$ cat src/rtl/sdram_chk_pkg.sv
package sdram_chk_pkg;

  typedef enum logic [2:0] {
    CMD_NOP  = 3'd0,
    CMD_ACT  = 3'd1,
    CMD_RD   = 3'd2,
    CMD_WR   = 3'd3,
    CMD_PRE  = 3'd4,
    CMD_RDA  = 3'd5,
    CMD_WRA  = 3'd6,
    CMD_RSVD = 3'd7
  } cmd_e;

  typedef logic [2:0] vcode_t;

  localparam vcode_t VC_PROTO   = 3'd0;
  localparam vcode_t VC_RAS_MIN = 3'd1;
  localparam vcode_t VC_RAS_MAX = 3'd2;
  localparam vcode_t VC_RCD     = 3'd3;
  localparam vcode_t VC_RRD     = 3'd4;
  localparam vcode_t VC_WTR     = 3'd5;
  localparam vcode_t VC_RTP     = 3'd6;
  localparam vcode_t VC_BUSY    = 3'd7;

  // round a picosecond limit up to whole clocks
  function automatic int unsigned ps_to_clk(input int unsigned ps, input int unsigned tck);
    return (ps + tck - 1) / tck;
  endfunction

endpackage

$ cat src/rtl/sdram_bank_tracker.sv
module sdram_bank_tracker
  import sdram_chk_pkg::*;
#(
  parameter int unsigned CNT_W        = 8,
  parameter int unsigned RAS_CLK      = 18,
  parameter int unsigned RAS_MAX_CLK  = 40,
  parameter int unsigned RCD_CLK      = 6,
  parameter int unsigned RTP_CLK      = 3,
  parameter int unsigned WREC_CLK     = 8,
  parameter int unsigned RP_CLK       = 6,
  parameter int unsigned RDA_BUSY_CLK = 9,
  parameter int unsigned WRA_BUSY_CLK = 14
) (
  input  logic   clk_i,
  input  logic   rst_ni,
  input  logic   hit_i,
  input  cmd_e   cmd_i,
  input  logic   rrd_ok_i,
  input  logic   wtr_ok_i,
  input  logic   ovr_ack_i,
  output logic   viol_o,
  output vcode_t code_o,
  output logic   ovr_o
);

  localparam logic [CNT_W-1:0] CNT_SAT = '1;
  localparam logic [CNT_W-1:0] ONE     = CNT_W'(1);
  localparam logic [CNT_W-1:0] L_RAS   = CNT_W'(RAS_CLK);
  localparam logic [CNT_W-1:0] L_OVR   = CNT_W'(RAS_MAX_CLK + 1);
  localparam logic [CNT_W-1:0] L_RCD   = CNT_W'(RCD_CLK);
  localparam logic [CNT_W-1:0] L_RTP   = CNT_W'(RTP_CLK);
  localparam logic [CNT_W-1:0] L_WREC  = CNT_W'(WREC_CLK);
  localparam logic [CNT_W-1:0] B_PRE   = CNT_W'(RP_CLK - 1);
  localparam logic [CNT_W-1:0] B_RDA   = CNT_W'(RDA_BUSY_CLK - 1);
  localparam logic [CNT_W-1:0] B_WRA   = CNT_W'(WRA_BUSY_CLK - 1);

  logic             active_q;
  logic [CNT_W-1:0] act_age_q, rd_age_q, wr_age_q, busy_q;
  logic             ovr_pend_q;
  logic             ovr_now;

  function automatic logic [CNT_W-1:0] age_inc(input logic [CNT_W-1:0] v);
    return (v == CNT_SAT) ? v : v + ONE;
  endfunction

  // rule check, priority per command
  always_comb begin
    viol_o = 1'b0;
    code_o = VC_PROTO;
    if (hit_i) begin
      unique case (cmd_i)
        CMD_ACT: begin
          if (active_q)            begin viol_o = 1'b1; code_o = VC_PROTO; end
          else if (busy_q != '0)   begin viol_o = 1'b1; code_o = VC_BUSY;  end
          else if (!rrd_ok_i)      begin viol_o = 1'b1; code_o = VC_RRD;   end
        end
        CMD_RD, CMD_RDA: begin
          if (!active_q)             begin viol_o = 1'b1; code_o = VC_PROTO; end
          else if (act_age_q < L_RCD) begin viol_o = 1'b1; code_o = VC_RCD;  end
          else if (!wtr_ok_i)        begin viol_o = 1'b1; code_o = VC_WTR;   end
        end
        CMD_WR, CMD_WRA: begin
          if (!active_q)             begin viol_o = 1'b1; code_o = VC_PROTO; end
          else if (act_age_q < L_RCD) begin viol_o = 1'b1; code_o = VC_RCD;  end
        end
        CMD_PRE: begin
          if (active_q) begin
            if (act_age_q < L_RAS)       begin viol_o = 1'b1; code_o = VC_RAS_MIN; end
            else if (rd_age_q < L_RTP)   begin viol_o = 1'b1; code_o = VC_RTP;     end
            else if (wr_age_q < L_WREC)  begin viol_o = 1'b1; code_o = VC_BUSY;    end
          end
        end
        default: ;
      endcase
    end
  end

  assign ovr_now = active_q && (act_age_q == L_OVR);
  assign ovr_o   = ovr_pend_q | ovr_now;

  always_ff @(posedge clk_i or negedge rst_ni) begin
    if (!rst_ni) begin
      active_q   <= 1'b0;
      act_age_q  <= CNT_SAT;
      rd_age_q   <= CNT_SAT;
      wr_age_q   <= CNT_SAT;
      busy_q     <= '0;
      ovr_pend_q <= 1'b0;
    end else begin
      act_age_q  <= age_inc(act_age_q);
      rd_age_q   <= age_inc(rd_age_q);
      wr_age_q   <= age_inc(wr_age_q);
      busy_q     <= (busy_q == '0) ? busy_q : busy_q - ONE;
      ovr_pend_q <= (ovr_pend_q | ovr_now) & ~ovr_ack_i;
      if (hit_i) begin
        unique case (cmd_i)
          CMD_ACT: begin
            active_q  <= 1'b1;
            act_age_q <= ONE;
          end
          CMD_RD: rd_age_q <= ONE;
          CMD_WR: wr_age_q <= ONE;
          CMD_RDA: begin
            rd_age_q <= ONE;
            active_q <= 1'b0;
            busy_q   <= B_RDA;
          end
          CMD_WRA: begin
            wr_age_q <= ONE;
            active_q <= 1'b0;
            busy_q   <= B_WRA;
          end
          CMD_PRE: begin
            if (active_q) begin
              active_q <= 1'b0;
              busy_q   <= B_PRE;
            end
          end
          default: ;
        endcase
      end
    end
  end

endmodule

$ cat config.mk
export PLATFORM = sky130hd
export DESIGN_NAME = sdram_bank_tracker
export DESIGN_NICKNAME = d
export VERILOG_FILES = /design/src/rtl/sdram_chk_pkg.sv /design/src/rtl/sdram_bank_tracker.sv
export SDC_FILE = /design/constraint.sdc
export NUM_CORES = 1
export LEC_CHECK = 0
export BUFFER_PORTS_ARGS = -buffer_cell sky130_fd_sc_hd__buf_2
export CAP_MARGIN = 20
export CORE_ASPECT_RATIO = 0.5
export CORE_MARGIN = 3
export CORE_UTILIZATION = 45
export DETAILED_ROUTE_END_ITERATION = 6
export GPL_TIMING_DRIVEN = 1
export SLEW_MARGIN = 30
export SYNTH_ARGS = -nofsm -noshare
export SYNTH_HDL_FRONTEND = slang
export SYNTH_SLANG_ARGS = --single-unit
$ cat constraint.sdc
create_clock -name clk_i -period 3.6 [get_ports clk_i]
set_clock_uncertainty 0.2 [all_clocks]
set_input_delay 0.72 -clock clk_i [delete_from_list [all_inputs] [get_ports clk_i]]
set_output_delay 0.72 -clock clk_i [all_outputs]
set_load 0.01 [all_outputs]
==> metrics.md, run 1 <==
| Metric | Value |
|---|---|
| Main synth FF type | `dfstp_2` |
| Post-Syn Instances | `239` |
| Worst min path class | `input pin to asynchronous set/reset pin` |
| TritonCTS clock tree | `done` |
| GRT overflow | `0` |
| Width of the die | `104 µm` |
| Longest Clk Path Bufs | `2` |
| Worst-Margin Slew | `0.764 ns` |
| Io pins | `14` |
| Synth-to-Final Area Change | `10.2%` |
| Yosys reg bits | `34` |
| Most common cell after layout, fill and taps aside | `nor2_1` |
| Overall Power | `1.65 mW` |
| P per Cell Area | `700 mW/mm²` |
| Clk sink count | `34` |
| YS warnings | `0` |
| Startpoint types | `flip-flop` |
| Antenna Nets Post-Route | `0` |
| Initial antenna violation count | `0` |
| Async SR Flop Fraction | `1.00` |
| PnR worst setup slack | `0.390 ns` |
| Post-CTS setup buffers | `0` |
| Post_cts resized | `0` |
| Crit path DAT | `2.29 ns` |
| CP required | `2.68 ns` |
| Place WS | `0.502 ns` |
| Root Buffer | `clkbuf_8` |
| TNS Setup | `0 ns` |
| Multi-input logic area | `0.00119 mm²` |
| Number of flops mapped to enable cells by yosys | `0` |
| Row Count | `17` |
| Leakage | `0.923 nW` |
| GR Util All Layers | `0.169` |
| Most frequent cells in the layout | `27 x nor2_1, 24 x dfstp_2, 22 x nand2_1, 13 x a21oi_1, 13 x buf_2` |
| Period Utilization, post-route | `0.892` |
| H-tree levels | `2` |
| Antenna cells | `0` |
| Seq/Total Area, Yosys | `0.411` |
| Vias/cell | `5.60` |
| Initial Utilization | `0.478` |
| Fin. max-slew vios | `0` |
| WHS | `0.297 ns` |
| Synth unique cells | `48` |
| Crit path kind | `flip-flop to output port` |
| Post-DP HPWL | `3020 µm` |
| FF/Latch Area | `881 µm²` |
| Relative slew slack | `0.491` |
| Detailed Route WL | `4400 µm` |
| Max FO, Critical Path | `8` |
| CP endpoint kind | `output port` |
| Final Hold Viols | `0` |
| Cts hold-fix bufs | `0` |
| Die Y | `54.8 µm` |
| Vias in the first global route | `1590` |
| Nets | `265` |
| Routability cong. | `0.846` |
| Post-synthesis cell area | `0.00214 mm²` |
| I/O Buffers | `13` |
| Average wire per standard cell | `13.9 µm` |
| Drt pass-1 iters | `4` |
| Core footprint | `0.00449 mm²` |
| Worst VDD drop | `0.279 mV` |
| Max Cap Violations | `0` |
| Syn Nets | `254` |
| Largest net degree at the start of global routing | `35` |
| DRT iter0 DRCs | `161` |
| Fin util | `0.526` |
| CTS clk-pin slew, worst paths | `0.07 ns` |
| F_max | `312 MHz` |
| RSZ-0062 raised after global routing | `no` |
| Skew-Pair Late Insertion Delay | `0.29 ns` |
| TritonCTS buffer count | `5` |
| Layout cell share with drive strength beyond 1 | `0.207` |
| Status | `finished, final reports clean` |
| DIE AREA | `0.00568 mm²` |
| # DRC | `0` |
| First-pass GRT wire length | `7490 µm` |
| Crit path time final | `3.21 ns` |
| Logic depth of the worst register-to-register path | `4` |
| Filler cell count | `404` |
| Syn Area/Cell | `8.97 µm²` |
| Vias after detailed routing | `1776` |
| Setup Viol. Count Final | `0` |
## synthesized netlist by cell type, drive strengths merged, types with 5 or more instances
library cell	count	area (µm²)
clkbuf	8	30.0
nand2	22	82.6
dfstp	24	631
a31oi	6	37.5
nor2	27	101
xnor2	10	87.6
nor3	11	55.1
ha	6	75.1
o22ai	5	31.3
xor2	9	78.8
o21ai	6	30.0
dfrtp	10	250
nand2b	7	43.8
inv	7	26.3
a21oi	13	65.1
nand3	8	40.0
## metal layers
| layer | GRT usage | up-vias | part of all wire |
|---|---|---|---|
| met3 | 0.0589 | 8 | 0.035 |
| met5 | 0 | - | 0 |
| met1 | 0.227 | 844 | 0.54 |
| met4 | 0.0596 | 0 | 0.012 |
| met2 | 0.259 | 25 | 0.42 |
| li1 | - | 899 | - |
## power by group
group          switching (mW)  internal (mW)
registers               0.197          0.583
clock network           0.145          0.193
logic                   0.277          0.258
## path summary, 6_finish.rpt
kind,from,slack [ns],end
setup / recovery,busy_q[3]$_DFF_PN0_,0.39,code_o[2]
max in group asynchronous,rst_ni,2.42,ovr_pend_q$_DFF_PN0_
setup reg to reg,busy_q[3]$_DFF_PN0_,1.43,busy_q[3]$_DFF_PN0_
hold / removal,rst_ni,0.30,busy_q[5]$_DFF_PN0_
hold reg to reg,wr_age_q[1]$_DFF_PN1_,0.30,wr_age_q[1]$_DFF_PN1_
min in group clk_i,wr_age_q[1]$_DFF_PN1_,0.30,wr_age_q[1]$_DFF_PN1_
## stage by stage
stage	instance area, µm²	instances
after floorplan	2140	239
after global placement	2250	309
after detailed placement	2250	309
after CTS	2360	317
after global routing	2360	317
final	2360	317
## critical path: stages, from the launching register on
cell and delay (ns):
dfrtp_1 0.42, or4_4 0.56, or3_1 0.52, o21ai_0 0.23, a31oi_1 0.11, buf_2 0.16
## final cells by class
cell class | instances | area share
flip-flops and latches | 34 | 0.373
repair buffers | 14 | 0.0307
inverters | 7 | 0.0111
clock buffers | 8 | 0.0466
multi-input cells | 188 | 0.504
well taps | 66 | 0.0350
## state kept, by name (all words and copies together), names as in the netlist
register and count:
ovr_pend_q 1, wr_age_q 8, active_q 1, act_age_q 8
busy_q 8, rd_age_q 8
## cells by family (layout without fill, tap and decap cells)
| logic type | Yosys count | count (layout) | synth area share |
|---|---|---|---|
| and+or+nand+nor | 106 | 106 | 0.252 |
| buffers and inverters | 17 | 29 | 0.0339 |
| adders and majority gates | 6 | 6 | 0.0350 |
| muxes | 4 | 4 | 0.0187 |
| DFF | 34 | 34 | 0.411 |
| xor gates and xnor gates | 19 | 19 | 0.0776 |
| AOI/OAI and AO/OA | 53 | 53 | 0.172 |
No activity file was read; power rests on OpenSTA's default activity.
==> run 2: changes to the inputs <==
--- a/config.mk
+++ b/config.mk
@@ -8,7 +8,7 @@
 export BUFFER_PORTS_ARGS = -buffer_cell sky130_fd_sc_hd__buf_2
 export CAP_MARGIN = 20
 export CORE_ASPECT_RATIO = 0.5
-export CORE_MARGIN = 3
+export CORE_MARGIN = 4
 export CORE_UTILIZATION = 45
 export DETAILED_ROUTE_END_ITERATION = 6
 export GPL_TIMING_DRIVEN = 1
==> constraint.sdc (replaced) <==
create_clock -name clk_i -period 3.3 [get_ports clk_i]
set_clock_uncertainty 0.2 [all_clocks]
set_input_delay 0.66 -clock clk_i [delete_from_list [all_inputs] [get_ports clk_i]]
set_output_delay 0.66 -clock clk_i [all_outputs]
set_load 0.01 [all_outputs]
==> run 2 against run 1 <==
Against the previous run: sequential power up 8.3%; non-clock buffer count did not move; worst setup slack got worse by 0.24 ns; critical path depth stayed put; combinational power grew 10%; worst hold slack got worse by 0.040 ns; clock power fell by 7.1%; die area grew 5.7%; critical path type unchanged; flip-flop and latch count stayed put; global-route usage decreased by 1.1 points; count of clock-buffer cells in the layout is the same.
==> metrics.md, run 2 (synthesis gave the netlist of run 1 again) <==
| Metric | Value |
|---|---|
| Io pins | `14 (unchanged)` |
| Crit. path cell count | `5 (unchanged)` |
| P per Cell Area | `747 mW/mm² (was 700 mW/mm²)` |
| PnR worst setup slack | `0.152 ns (was 0.390 ns)` |
| Switching fraction of total power | `0.379 (was 0.375)` |
| Max Cap Violations | `0 (unchanged)` |
| Critical path, cell by cell | `or4_4, or3_1, o31ai_4, o211ai_1, buf_2 (was or4_4, or3_1, o21ai_0, a31oi_1, buf_2)` |
| Logic depth of the worst register-to-register path | `4 (unchanged)` |
| Drt pass-1 iters | `7 (was 4)` |
| Post-CTS setup buffers | `0 (unchanged)` |
| F_max | `318 MHz` |
| Worst VDD drop | `0.380 mV (was 0.279 mV)` |
| Initial Utilization | `0.478 (unchanged)` |
| Post-DP HPWL | `3130 µm (was 3020 µm)` |
| CTS clk-pin slew, worst paths | `0.07 ns (about the same)` |
| # DRC | `0 (unchanged)` |
| Place WS | `0.292 ns (was 0.502 ns)` |
| Width of the die | `106 µm (was 104 µm)` |
| Die Y | `56.8 µm (was 54.8 µm)` |
| Crit path time final | `3.15 ns` |
| Vias/cell | `5.52 (was 5.60)` |
| Internal power | `1.09 mW (was 1.03 mW)` |
| Root Buffer | `clkbuf_8 (unchanged)` |
| Period Utilization, post-route | `0.954` |
| Relative slew slack | `0.487 (was 0.491)` |
| Largest net degree at the start of global routing | `35 (unchanged)` |
| DIE AREA | `0.00600 mm² (was 0.00568 mm²)` |
| End of the critical path | `viol_o (was code_o[2])` |
| Initial antenna violation count | `0 (unchanged)` |
| Most frequent cells in the layout | `27 x nor2_1, 24 x dfstp_2, 22 x nand2_1, 13 x a21oi_1, 13 x buf_2 (unchanged)` |
| Reg-to-Reg End | `busy_q[3]$_DFF_PN0_ (unchanged)` |
| Nets | `265 (unchanged)` |
| Row Count | `17 (unchanged)` |
| Max FO, Critical Path | `8 (unchanged)` |
| Fin. max-slew vios | `0 (unchanged)` |
| Worst-Margin Slew | `0.769 ns (was 0.764 ns)` |
| Filler cell count | `409 (was 404)` |
| Antenna Nets Post-Route | `0 (unchanged)` |
| Reg-to-reg slack, setup | `1.14 ns (was 1.43 ns)` |
| Layout cell share with drive strength beyond 1 | `0.199 (was 0.207)` |
| Detailed Route WL | `4390 µm (was 4400 µm)` |
| Routability cong. | `0.911 (was 0.846)` |
| Skew-Pair Late Insertion Delay | `0.28 ns (was 0.29 ns)` |
| Vias in the first global route | `1627 (was 1590)` |
| Most common cell after layout, fill and taps aside | `nor2_1 (unchanged)` |
| First-pass GRT wire length | `7670 µm (was 7490 µm)` |
| CP endpoint kind | `output port (unchanged)` |
| GR Util All Layers | `0.158 (was 0.169)` |
| I/O Buffers | `13 (unchanged)` |
| CP top delay family | `simple AND/OR/NAND/NOR gates (unchanged)` |
| CP peak stage delay | `0.56 ns (about the same)` |
| RSZ-0062 raised after global routing | `no (unchanged)` |
| Vias after detailed routing | `1749 (was 1776)` |
| Slowest cell on crit path | `or4_4 (unchanged)` |
| Worst min path class | `input pin to asynchronous set/reset pin (unchanged)` |
| Average wire per standard cell | `13.9 µm (about the same)` |
| Longest Clk Path Bufs | `2 (unchanged)` |
| Final Hold Viols | `0 (unchanged)` |
| GRT overflow | `0 (unchanged)` |
| CP required | `2.44 ns (was 2.68 ns)` |
| Post_cts resized | `0 (unchanged)` |
| DRT iter0 DRCs | `175 (was 161)` |
| Status | `finished, final reports clean (unchanged)` |
| TritonCTS buffer count | `5 (unchanged)` |
| Startpoint types | `flip-flop (unchanged)` |
| Crit path DAT | `2.29 ns (about the same)` |
| Cts hold-fix bufs | `0 (unchanged)` |
| TNS Setup | `0 ns (unchanged)` |
| Sw Pwr | `0.663 mW (was 0.620 mW)` |
| Critical R2R Launch | `busy_q[3]$_DFF_PN0_ (unchanged)` |
| Buffers & Inverters on Critical Path | `1 (unchanged)` |
| Leakage | `0.911 nW (was 0.923 nW)` |
| TritonCTS clock tree | `done (unchanged)` |
| Clk network pwr share | `0.180 (was 0.205)` |
| Core footprint | `0.00449 mm² (unchanged)` |
| Synth-to-Final Area Change | `9.28% (was 10.2%)` |
| Crit path from | `busy_q[3]$_DFF_PN0_ (unchanged)` |
| Part of the power in registers | `0.483 (was 0.472)` |
| Setup Viol. Count Final | `0 (unchanged)` |
| Crit path kind | `flip-flop to output port (unchanged)` |
| Antenna cells | `0 (unchanged)` |
| Clk sink count | `34 (unchanged)` |
| H-tree levels | `2 (unchanged)` |
| Logic pwr share | `0.337 (was 0.324)` |
run 2: cell types whose count changed in the layout (fill, tap and decap cells not counted):
cell      change
clkbuf_1      +2
clkbuf_8      -2
run 2: routing by layer:
layer	wire length [µm]	GRT usage	vias up
li1	-	-	888
met1	2230	0.220	824
met2	1960	0.241	35
met3	193	0.0459	2
met4	14	0.0424	0
met5	0	0	-
run 2: how the worst min path moves through the flow:
stage | start | endpoint | slack, ns | cells after the start
6_report | rst_ni | active_q$_DFFE_PN0P_ | 0.26 | 1
5_1_grt | rst_ni | ovr_pend_q$_DFF_PN0_ | 0.31 | 1
4_1_cts | rst_ni | busy_q[7]$_DFF_PN0_ | 0.26 | 1
3_5_place_dp | wr_age_q[1]$_DFF_PN1_ | wr_age_q[1]$_DFF_PN1_ | 0.28 | 2
3_3_place_gp | wr_age_q[1]$_DFF_PN1_ | wr_age_q[1]$_DFF_PN1_ | 0.28 | 2
2_1_floorplan | rst_ni | active_q$_DFFE_PN0P_ | 0.16 | 0
run 2: metrics by stage:
stage	total power, mW	hold slack (ns)	std cells	area, µm²	utilization
after floorplan	1.29	0.164	239	2140	-
after global placement	1.42	0.276	309	2250	0.502
after detailed placement	1.43	0.282	309	2250	0.502
after CTS	1.76	0.263	317	2340	0.522
after global routing	1.90	0.314	317	2340	0.522
final	1.75	0.257	317	2340	0.522
run 2: cell type report:
class	instances	area, µm²	area share
clock buffer	8	90.1	0.0385
inverter	7	26.3	0.0112
multi-input combinational	188	1190	0.508
sequential	34	881	0.376
tap	66	82.6	0.0353
timing repair buffer	14	72.6	0.0310
run 2: worst reg2reg max path, stage by stage, from the launching register on:
cell,delay (ns)
dfrtp_1,0.42
or4_4,0.56
or3_1,0.52
nand2_1,0.23
o22ai_1,0.11
run 2: power groups by stage:
stage	Combinational, mW	Clock [mW]	Sequential, mW
floorplan	0.532	0	0.763
global placement	0.576	0	0.841
detailed placement	0.585	0	0.843
CTS	0.588	0.331	0.840
global route	0.673	0.343	0.884
finish	0.590	0.315	0.845
==> run 3: changes to the inputs <==
--- a/config.mk
+++ b/config.mk
@@ -11,7 +11,7 @@
 export CORE_MARGIN = 4
 export CORE_UTILIZATION = 45
 export DETAILED_ROUTE_END_ITERATION = 6
-export GPL_TIMING_DRIVEN = 1
+export GPL_TIMING_DRIVEN = 0
 export SLEW_MARGIN = 30
 export SYNTH_ARGS = -nofsm -noshare
 export SYNTH_HDL_FRONTEND = slang
==> run 3 against run 2 <==
Against the previous run: largest cell class unchanged; largest power group unchanged; critical path depth unchanged; routed wire length is 4.4% higher; critical endpoint is now code_o[1]; design area increased by 1.7%; register-to-register slack improved by 0.03 ns; global-route usage rose by 0.90 points; highest routed layer unchanged; utilization is 0.89 points higher.
==> metrics.md, run 3 (synthesis gave the netlist of run 1 again) <==
| Metric | Value |
|---|---|
| # DRC | `0 (unchanged)` |
| Vias/cell | `5.51 (was 5.52)` |
| Critical R2R Launch | `busy_q[3]$_DFF_PN0_ (unchanged)` |
| Worst min path class | `input pin to asynchronous set/reset pin (unchanged)` |
| Initial antenna violation count | `0 (unchanged)` |
| Vias after detailed routing | `1796 (was 1749)` |
| Root Buffer | `clkbuf_8 (unchanged)` |
| Row Count | `17 (unchanged)` |
| Post_cts resized | `0 (unchanged)` |
| Antenna cells | `0 (unchanged)` |
| Reg-to-reg slack, setup | `1.17 ns (was 1.14 ns)` |
| Clk sink count | `34 (unchanged)` |
| Final Hold Viols | `0 (unchanged)` |
| CP peak stage delay | `0.51 ns (was 0.56 ns)` |
| Place WS | `0.267 ns (was 0.292 ns)` |
| Max Cap Violations | `0 (unchanged)` |
| Die Y | `56.8 µm (unchanged)` |
| Crit path kind | `flip-flop to output port (unchanged)` |
| Logic depth of the worst register-to-register path | `4 (unchanged)` |
| Drt pass-1 iters | `4 (was 7)` |
| F_max | `318 MHz (about the same)` |
| CTS clk-pin slew, worst paths | `0.07 ns (about the same)` |
| Largest net degree at the start of global routing | `35 (unchanged)` |
| Synth-to-Final Area Change | `11.1% (was 9.28%)` |
| Max FO, Critical Path | `4 (was 8)` |
| Cts hold-fix bufs | `0 (unchanged)` |
| Most frequent cells in the layout | `27 x nor2_1, 24 x dfstp_2, 22 x nand2_1, 14 x buf_2, 13 x a21oi_1 (was 27 x nor2_1, 24 x dfstp_2, 22 x nand2_1, 13 x a21oi_1, 13 x buf_2)` |
| I/O Buffers | `13 (unchanged)` |
| Reg-to-Reg End | `busy_q[0]$_DFF_PN0_ (was busy_q[3]$_DFF_PN0_)` |
| H-tree levels | `2 (unchanged)` |
| Width of the die | `106 µm (unchanged)` |
| RSZ-0062 raised after global routing | `no (unchanged)` |
| Setup Viol. Count Final | `0 (unchanged)` |
| Core footprint | `0.00449 mm² (unchanged)` |
| Post-CTS setup buffers | `0 (unchanged)` |
| TritonCTS clock tree | `done (unchanged)` |
| Io pins | `14 (unchanged)` |
| P per Cell Area | `751 mW/mm² (was 747 mW/mm²)` |
| PnR worst setup slack | `0.154 ns (was 0.152 ns)` |
| Relative slew slack | `0.500 (was 0.487)` |
| Layout cell share with drive strength beyond 1 | `0.200 (was 0.199)` |
| Vias in the first global route | `1743 (was 1627)` |
| Status | `finished, final reports clean (unchanged)` |
| CP endpoint kind | `output port (unchanged)` |
| Initial Utilization | `0.478 (unchanged)` |
| Uppermost layer routed | `met4 (unchanged)` |
| Fin util | `0.531 (was 0.522)` |
| First-pass GRT wire length | `8210 µm (was 7670 µm)` |
| Crit path time final | `3.15 ns (about the same)` |
| Skew-Pair Late Insertion Delay | `0.28 ns (about the same)` |
| DP Area | `0.00229 mm² (was 0.00225 mm²)` |
| Antenna Nets Post-Route | `0 (unchanged)` |
| Sw Pwr | `0.688 mW (was 0.663 mW)` |
| TritonCTS buffer count | `5 (unchanged)` |
| TNS Setup | `0 ns (unchanged)` |
| Crit path DAT | `2.29 ns (about the same)` |
| Routed wl met3 | `128 µm (was 193 µm)` |
| Critical path, cell by cell | `or4_1, nor4_1, o221ai_1, a31oi_1, buf_2 (was or4_4, or3_1, o31ai_4, o211ai_1, buf_2)` |
| Leakage | `0.928 nW (was 0.911 nW)` |
| Slowest cell on crit path | `or4_1 (was or4_4)` |
| GR Util All Layers | `0.167 (was 0.158)` |
| Period Utilization, post-route | `0.953 (was 0.954)` |
| Worst-Margin Slew | `0.750 ns (was 0.769 ns)` |
| WHS | `0.241 ns (was 0.257 ns)` |
| Detailed Route WL | `4580 µm (was 4390 µm)` |
| Filler cell count | `423 (was 409)` |
| Post-DP HPWL | `3330 µm (was 3130 µm)` |
| Final instance area | `0.00238 mm² (was 0.00234 mm²)` |
| DRT iter0 DRCs | `134 (was 175)` |
| Longest Clk Path Bufs | `2 (unchanged)` |
| Clk network pwr share | `0.177 (was 0.180)` |
| Nets | `274 (was 265)` |
| Fin. max-slew vios | `0 (unchanged)` |
| Most common cell after layout, fill and taps aside | `nor2_1 (unchanged)` |
| GRT overflow | `0 (unchanged)` |
| CP required | `2.44 ns (about the same)` |
| Logic pwr share | `0.372 (was 0.337)` |
| Routability cong. | `0.921 (was 0.911)` |
| Worst VDD drop | `0.320 mV (was 0.380 mV)` |
| DR WL met2 | `2040 µm (was 1960 µm)` |
| Part of the power in registers | `0.451 (was 0.483)` |
| Average wire per standard cell | `14.1 µm (was 13.9 µm)` |
| WL met1 | `2380 µm (was 2230 µm)` |
| Switching fraction of total power | `0.385 (was 0.379)` |
| Startpoint types | `flip-flop (unchanged)` |
| Internal power | `1.10 mW (was 1.09 mW)` |
| DIE AREA | `0.00600 mm² (unchanged)` |
run 3: worst max path at each step:
stage	start	endpoint	slack, ns	depth (start not counted)
after detailed placement	cmd_i[2]	viol_o	0.27	7
final	rd_age_q[4]$_DFF_PN1_	code_o[1]	0.15	5
after global placement	cmd_i[2]	viol_o	0.27	7
after floorplan	cmd_i[0]	code_o[0]	0.70	4
after CTS	rd_age_q[4]$_DFF_PN1_	code_o[1]	0.20	5
after global routing	rd_age_q[4]$_DFF_PN1_	code_o[1]	0.01	5
run 3: power groups by stage:
stage | registers, mW | logic (mW) | clock network [mW]
floorplan | 0.763 | 0.532 | 0
global route | 0.838 | 0.771 | 0.346
detailed placement | 0.809 | 0.660 | 0
CTS | 0.805 | 0.665 | 0.326
finish | 0.808 | 0.665 | 0.316
global placement | 0.801 | 0.638 | 0
run 3: through the flow:
| stage | power (mW) | cells |
|---|---|---|
| CTS | 1.80 | 326 |
| finish | 1.79 | 326 |
| global placement | 1.44 | 318 |
| global route | 1.96 | 326 |
| floorplan | 1.29 | 239 |
| detailed placement | 1.47 | 318 |
run 3: worst max-delay path, delay by kind of cell, from the launching register on:
kind / cells / cell delay [ns]
buffers and inverters: 1 / 0.15
flip-flops: 1 / 0.38
AND/OR/NAND/NOR: 2 / 1.01
AO/OA/AOI/OAI: 2 / 0.48
run 3: metal layers:
layer  GRT usage  vias up
li1            -      906
met1       0.241      870
met2       0.255       15
met3      0.0425        5
met4      0.0332        0
met5           0        -
run 3: layout make-up:
type / count / area (µm²) / area share
multi-input cells: 188 / 1190 / 0.499
flip-flops and latches: 34 / 881 / 0.370
clock buffers: 7 / 86.3 / 0.0362
well taps: 66 / 82.6 / 0.0347
repair buffers: 13 / 65.1 / 0.0273
plain buffers: 10 / 46.3 / 0.0194
inverters: 7 / 26.3 / 0.0110
clock inverters: 1 / 5.00 / 0.00210
